### src/rtl/sr_guard.sv
module sr_guard #(
  parameter int ADDR_W       = 13,
  parameter int WRITE_CYCLES = 500000
) (
  input  logic              clk,
  input  logic              rst_n,
  input  logic              cs_n,
  input  logic              cmd_wren,
  input  logic              cmd_wrdi,
  input  logic              cmd_wrsr,
  input  logic              cmd_write,
  input  logic [ADDR_W-1:0] wr_addr,
  input  logic [7:0]        sr_data,
  input  logic              wp_n,
  output logic              arr_grant,
  output logic              arr_deny,
  output logic              sr_grant,
  output logic              sr_deny,
  output logic [7:0]        status
);
  localparam int CNT_W = $clog2(WRITE_CYCLES + 1);

  logic             busy, wel, wpen, pend, pend_wpen;
  logic [1:0]       bp, pend_bp;
  logic [CNT_W-1:0] cnt;
  logic             prot_hit;

  always_comb begin
    case (bp)
      2'b00:   prot_hit = 1'b0;
      2'b01:   prot_hit = &wr_addr[ADDR_W-1:ADDR_W-2];
      2'b10:   prot_hit = wr_addr[ADDR_W-1];
      default: prot_hit = 1'b1;
    endcase
  end

  wire hw_lock = wpen & ~wp_n;
  wire arr_ok  = wel & ~busy & ~pend & ~prot_hit;
  wire sr_ok   = wel & ~busy & ~pend & ~hw_lock;
  wire cancel  = pend & hw_lock;
  wire commit  = pend & ~hw_lock & cs_n;
  wire done    = busy && (cnt == '0);

  assign status = {wpen, 3'b000, bp, wel, busy};

  always_ff @(posedge clk or negedge rst_n) begin
    if (!rst_n) begin
      busy <= 1'b0; wel <= 1'b0; wpen <= 1'b0; bp <= 2'b00;
      pend <= 1'b0; pend_bp <= 2'b00; pend_wpen <= 1'b0; cnt <= '0;
      arr_grant <= 1'b0; arr_deny <= 1'b0; sr_grant <= 1'b0; sr_deny <= 1'b0;
    end else begin
      arr_grant <= 1'b0; arr_deny <= 1'b0; sr_grant <= 1'b0; sr_deny <= 1'b0;
      if (done) begin
        busy <= 1'b0;
        wel  <= 1'b0;
      end else if (busy) begin
        cnt <= cnt - 1'b1;
      end
      if (cmd_wren && !busy) wel <= 1'b1;
      if (cmd_wrdi && !busy) wel <= 1'b0;
      if (cmd_write) begin
        if (arr_ok) begin
          arr_grant <= 1'b1;
          busy      <= 1'b1;
          cnt       <= CNT_W'(WRITE_CYCLES - 1);
        end else begin
          arr_deny <= 1'b1;
          wel      <= 1'b0;
        end
      end
      if (cmd_wrsr) begin
        if (sr_ok) begin
          pend      <= 1'b1;
          pend_bp   <= sr_data[3:2];
          pend_wpen <= sr_data[7];
        end else begin
          sr_deny <= 1'b1;
          wel     <= 1'b0;
        end
      end
      if (cancel) begin
        pend    <= 1'b0;
        sr_deny <= 1'b1;
        wel     <= 1'b0;
      end else if (commit) begin
        pend     <= 1'b0;
        bp       <= pend_bp;
        wpen     <= pend_wpen;
        sr_grant <= 1'b1;
        busy     <= 1'b1;
        cnt      <= CNT_W'(WRITE_CYCLES - 1);
      end
    end
  end

  // a grant is only ever seen with the latch set
  a_r3_grant_needs_wel: assert property (@(posedge clk) disable iff (!rst_n)
    (arr_grant || sr_grant) |-> status[1]);

  // while the pin lock is active, the protect fields cannot change
  a_r5_locked_fields_stable: assert property (@(posedge clk) disable iff (!rst_n)
    (status[7] && !wp_n) |=> $stable(status[7:2]));

  // busy only starts together with a grant
  a_r9_busy_from_grant: assert property (@(posedge clk) disable iff (!rst_n)
    $rose(status[0]) |-> (arr_grant || sr_grant));

  // no grant issued during an ongoing busy cycle
  a_r9_no_grant_while_busy: assert property (@(posedge clk) disable iff (!rst_n)
    (status[0] && $past(status[0])) |-> !(arr_grant || sr_grant));

  // at most one answer pulse per cycle
  a_r1_one_answer: assert property (@(posedge clk) disable iff (!rst_n)
    $onehot0({arr_grant, arr_deny, sr_grant, sr_deny}));
endmodule

### config.mk
export PLATFORM = sky130hd
export DESIGN_NAME = sr_guard
export DESIGN_NICKNAME = d
export VERILOG_FILES = /design/src/rtl/sr_guard.sv
export SDC_FILE = /design/constraint.sdc
export NUM_CORES = 1
export LEC_CHECK = 0
export CORE_UTILIZATION = 67
export DETAILED_ROUTE_END_ITERATION = 8
export DONT_BUFFER_PORTS = 1
export GPL_ROUTABILITY_DRIVEN = 0
export GPL_TIMING_DRIVEN = 0
export PLACE_DENSITY = 0.9
export SYNTH_ARGS = -nofsm -noshare
export SYNTH_HDL_FRONTEND = slang
export SYNTH_SLANG_ARGS = --single-unit
### constraint.sdc
create_clock -name clk -period 3.18 [get_ports clk]
set_clock_uncertainty 0.1 [all_clocks]
set_input_delay 0.636 -clock clk [delete_from_list [all_inputs] [get_ports clk]]
set_output_delay 0.636 -clock clk [all_outputs]
set_load 0.005 [all_outputs]
Yosys cells after proc, flatten, opt, wreduce, memory -nomap -nowiden

Index checks and enable logic that the tools add are counted.

Bits of input ports: 29
Register bits: 32
Word-level logic and storage cells: 74
Output and inout port bits: 12

Bitwise gates (word level): 14
$add $sub $neg: 1
Reduce and logical (&&, ||, !) cells: 12
Eq/ne operators: 2
Muxes and demuxes: 33

Operator list:

| kind                                                                  | number |
|---|---|
| 19-bit 2-to-1 mux                                                     | 6 |
| 1-bit 2-to-1 mux                                                      | 26 |
| 19-bit zero test                                                      | 1 |
| 19-bit by 1-bit subtractor with 19-bit output, second input constant  | 1 |
| 1-bit bitwise AND                                                     | 8 |
| 2-bit AND reduction                                                   | 4 |
| 1-bit inverter                                                        | 6 |
| 3-bit nonzero test                                                    | 2 |
| 1-bit logical AND                                                     | 3 |
| 1-bit case mux with 3 select lines                                    | 1 |
| 2-bit by 1-bit equality test with 1-bit output, second input constant | 1 |
| 2-bit equality test, second input constant                            | 1 |
| 2-bit zero test                                                       | 1 |
| 1-bit zero test                                                       | 1 |

Longest topological paths before layout

Depth in word-level cells: 10
Depth in mapped cells: 7
Gate-level depth less buffers: 6

Worst setup path before layout

No wires, ideal clock.

Kind: input to register
Start: input wp_n
End: register cnt[11]
Setup time: 0.079 ns
Stages: 6
Setup slack: 1.232 ns
Arrival time: 1.769 ns
Cell sequence: nand2b_4 nand3_1 inv_1 buf_6 or3_2 mux2i_1

Cells in the longest elaborated chain, start to end: 7
Elaborated cells between the ends (all ways): 8
Classes of those cells: 2 x mux; 6 x bitwise

Ends and longest elaborated chain:

| what                            | RTL line | source |
|---|---|---|
| from (decl)                     | 14       | `input logic wp_n,` |
| 1-bit inverter (*)              | 37       | `wire hw_lock = wpen & ~wp_n;` |
| 1-bit bitwise AND (*)           | 37       |  |
| 1-bit inverter                  | 41       | `wire commit = pend & ~hw_lock & cs_n;` |
| 1-bit bitwise AND (2 in series) | 41       |  |
| 19-bit 2-to-1 mux               | 85       | `end else if (commit) begin` |
| 19-bit 2-to-1 mux (*)           | 81       | `if (cancel) begin` |
| to (signal assigned)            | 57       | `cnt <= cnt - 1'b1;` |
| to (signal assigned)            | 65       | `cnt <= CNT_W'(WRITE_CYCLES - 1);` |
| to (signal assigned)            | 91       | `cnt <= CNT_W'(WRITE_CYCLES - 1);` |
| to (decl)                       | 25       | `logic [CNT_W-1:0] cnt;` |

Mark *: on every way between the ends. The rest lies on a longest branch, timed or not.
A chain may end at the register's enable or synchronous reset.

Final worst setup path

Start: register busy
End: register cnt[13]

Cells in the longest elaborated chain, start to end: 8
Elaborated cells between the ends (all ways): 11
Classes of those cells: 6 x mux; 4 x bitwise; 1 x reduce/logical

Ends and longest elaborated chain:

| what                            | RTL line | source |
|---|---|---|
| from (decl)                     | 23       | `logic busy, wel, wpen, pend, pend_wpen;` |
| from (signal assigned)          | 48       | `busy <= 1'b0; wel <= 1'b0; wpen <= 1'b0; bp <= 2'b00;` |
| from (signal assigned)          | 54       | `busy <= 1'b0;` |
| from (signal assigned)          | 64       | `busy <= 1'b1;` |
| 1-bit inverter                  | 38       | `wire arr_ok = wel & ~busy & ~pend & ~prot_hit;` |
| 1-bit bitwise AND (3 in series) | 38       |  |
| 19-bit 2-to-1 mux               | 62       | `if (arr_ok) begin` |
| 19-bit 2-to-1 mux (*)           | 61       | `if (cmd_write) begin` |
| 19-bit 2-to-1 mux               | 85       |  |
| 19-bit 2-to-1 mux (*)           | 81       |  |

Marked as above.

==> impl_metrics.csv <==
group,metric,value,unit
die,floorplan.die_area,3040,um2
route,first_iter_violations,83,
die,fp.dieH,55.1,um
cells_and_area,n_antenna_cell,0,
power,total_power,0.00151,W
synthesis,netlist_instances,187,
setup_path,cpPeakStageDelay,0.74,ns
route,antenna_violating_nets_post_route,0,
sta,fin_crit_sh,63.9,%
clock_network,hold_buffers,1,
sta,hold_viol,0,
sta,max-slew-margin-rel,41.8,%
grt,global_route_usage_over_all_layers,30.5,%
die,fp-row-count,18,
clock_network,cts_tree,"built",
synthesis,async_reset_ff_share,100,%
setup_path,crit_path_class,"reg2reg",
setup_path,cp_launch_type,"flip-flop",
setup_path,crit_path_cell_trace,"nor4b_1 > nand4_1 > a21oi_1 > mux2i_1",
setup_path,critical_path.max_fanout,9,
grt,maximum_number_of_pins_on_one_net_before_global_route_repair,33,
sta,maxSlewViolCount,0,
grt,antenna_found_initial,0,
setup_path,timing.reg2reg.setup_slack,1.15,ns
synthesis,synth_cell_type_count,45,
route,dr.pass1.iters,4,
setup_path,endpoint_type_of_the_worst_setup_path,"flip-flop",
synthesis,syn_area,1890,um2
die,start_util,73.6,%
setup_path,critical_path.top_delay_family,"simple AND/OR/NAND/NOR gates",
synthesis,postSynth.topFlopCell,"sky130_fd_sc_hd__dfrtp_1",
clock_network,cts_buf_count,5,
grt,first_global_vias,1371,
cells_and_area,layout-drive-gt1-share,20.2,%
clock_network,clk_pin_slew_worst_paths,0.10,ns
sta,rsz0062_at_grt,"false",
route,vias_post_dr,1524,
route,route.detailed.wl_per_inst,17.9,um
cells_and_area,finish.net_count,227,
route,drt_drc_violations_left,0,
setup_path,cp.buffers_inverters,0,
synthesis,yosysWarningCount,0,
synthesis,synth_top_cells_by_area,"sky130_fd_sc_hd__dfrtp_1 (42%), sky130_fd_sc_hd__mux2i_1 (8.5%), sky130_fd_sc_hd__nand3_1 (3.7%)",
clock_network,max-clock-path-buffers,2,
synthesis,synth_area_per_inst,10.1,um2
synthesis,netlist.area_leader.share,42.4,%
route,post_drt_via_cell_ratio,6.68,
die,die-width,55.1,um
synthesis,post-synth-top-area-cell,"sky130_fd_sc_hd__dfrtp_1",
synthesis,synth_sequential_area_ratio,42.4,%
cells_and_area,syn_to_final_growth,7.48,%
setup_path,critical_path_slowest_stage_cell,"sky130_fd_sc_hd__nor4b_1",
grt,global_route_wire_length_before_repair,6.17,mm
clock_network,total_clock_sinks,32,
clock_network,htree_num_levels,2,
sta,report.final.setup_viol,0,
clock_network,post_cts_buffers,0,
clock_network,cts_root_buffer,"sky130_fd_sc_hd__clkbuf_4",
synthesis,yosys_register_bits,32,
hold_path,worst_hold_path_type,"in2async",
grt,global_route.overflow_total,0,
synthesis,synth_enable_flop_cells,0,
sta,max_slew.worst_pin.slew,0.861,ns
sta,tns,0,ns
clock_network,clock_latency,0.35,ns
die,placeableCoreArea,2570,um2
power,power_per_cell_area,746,nW/um2
sta,final.min_clock_period,2.03,ns
synthesis,synth_common_cells,"sky130_fd_sc_hd__dfrtp_1 (32), sky130_fd_sc_hd__mux2i_1 (16), sky130_fd_sc_hd__nand3_1 (14)",
run,cap_viol_max_count,0,
placed_design,dp_worst_setup_slack,0.952,ns
route,detail_route.wirelength,4.07,mm
run_status,outcome,"finished, final reports clean",
grt,grt.busiest_layer,"met2",
power,power.ir.vdd_worst,0.677,mV
synthesis,yosys.cell_count.top_type,"sky130_fd_sc_hd__dfrtp_1",
die,design.portCount,41,
grt,grt_use_met3,8.20,%
placed_design,place.port_buffers,0,
power,static_leak,0.937,nW
clock_network,cts_repair_resize_count,0,
setup_path,worstPathArrival,2.20,ns
setup_path,critPathRequiredTime,3.34,ns
grt,met2_usage,50.0,%
grt,met1_demand_to_capacity_share_in_global_routing,36.9,%
sta,fmax,492,MHz
sta,layout_setup_ws,1.15,ns
placed_design,place.detailed.hpwl,2.92,mm
power breakdown:
part / switching [W] / internal, W
registers: 0.000169 / 0.000545
clock network: 0.000140 / 0.000165
logic: 0.000241 / 0.000254
cell families (layout without fill, tap and decap cells):
family                     count (synthesis)  count (layout)  share of synthesized area (%)
AOI/OAI and AO/OA                         24              24                           7.82
adders and majority gates                  1               1                          0.662
buffers and inverters                     22              31                           9.01
DFF                                       32              32                           42.4
muxes                                     19              19                           10.3
other                                      1               3                          0.198
and+or+nand+nor                           88              88                           29.7
metal layers:
layer  vias to the layer above  wire length, um
met5                         -                0
met4                         0               72
met3                         9              290
met2                        70             2010
met1                       743             1700
li1                        702                -
final cells by class:
class	count	area, um2
Multi-Input combinational cell	135	926
Sequential cell	32	801
Fill cell	174	537
Buffer	14	140
Clock buffer	6	41.3
Tap cell	30	37.5
Clock inverter	2	35.0
Inverter	8	30.0
Timing Repair Buffer	1	20.0
worst reg2reg max path: cells and delay by family, from the launching register on:
kind | cells | cell delay, ns
and+or+nand+nor | 2 | 0.90
DFF | 1 | 0.51
AOI/OAI and AO/OA | 1 | 0.23
muxes | 1 | 0.22
path summary, 6_finish.rpt:
check,startpoint,depth (start not counted),to
setup / recovery,busy,4,cnt[13]
hold reg to reg,pend_bp[1],2,bp[1]
max in group asynchronous,rst_n,1,cnt[11]
hold / removal,rst_n,1,cnt[0]
setup reg to reg,busy,4,cnt[13]
min in group clk,cs_n,1,pend
metrics by stage:
step | utilization (%) | cells | instance area [um2] | hold slack, ns
5_1_grt | 79.1 | 228 | 2030 | 0.00728
2_1_floorplan | - | 189 | 1900 | 0.240
6_report | 79.1 | 228 | 2030 | 0.00287
3_3_place_gp | 75.3 | 219 | 1930 | 0.241
3_5_place_dp | 75.3 | 219 | 1930 | 0.241
4_1_cts | 79.1 | 228 | 2030 | 0.00211
registers in the layout, indices dropped and copies added, names as in the netlist:
name	flops
cnt	19
bp	2
pend_bp	2
arr_deny	1
arr_grant	1
busy	1
pend	1
pend_wpen	1
sr_deny	1
sr_grant	1
wel	1
wpen	1
cell usage in the layout (no fill, tap or decap), types with 2 or more instances in the layout:
cell type and instances:
sky130_fd_sc_hd__or3_2 5, sky130_fd_sc_hd__nand2_1 13, sky130_fd_sc_hd__nor4b_1 2, sky130_fd_sc_hd__clkbuf_8 5, sky130_fd_sc_hd__inv_1 8, sky130_fd_sc_hd__dfrtp_1 32
sky130_fd_sc_hd__clkbuf_4 6, sky130_fd_sc_hd__nor4_1 3, sky130_fd_sc_hd__nand3_1 14, sky130_fd_sc_hd__mux2_2 3, sky130_fd_sc_hd__buf_4 7, sky130_fd_sc_hd__and3_2 2
sky130_fd_sc_hd__nand4_1 4, sky130_fd_sc_hd__o21ai_0 3, sky130_fd_sc_hd__nor3_1 12, sky130_fd_sc_hd__nand3b_1 3, sky130_fd_sc_hd__mux2i_1 16, sky130_fd_sc_hd__and3_1 6
sky130_fd_sc_hd__nor2_1 5, sky130_fd_sc_hd__conb_1 3, sky130_fd_sc_hd__a21oi_1 13, sky130_fd_sc_hd__or3_1 5, sky130_fd_sc_hd__nor4bb_1 2
(Power assumes the default switching activity.)
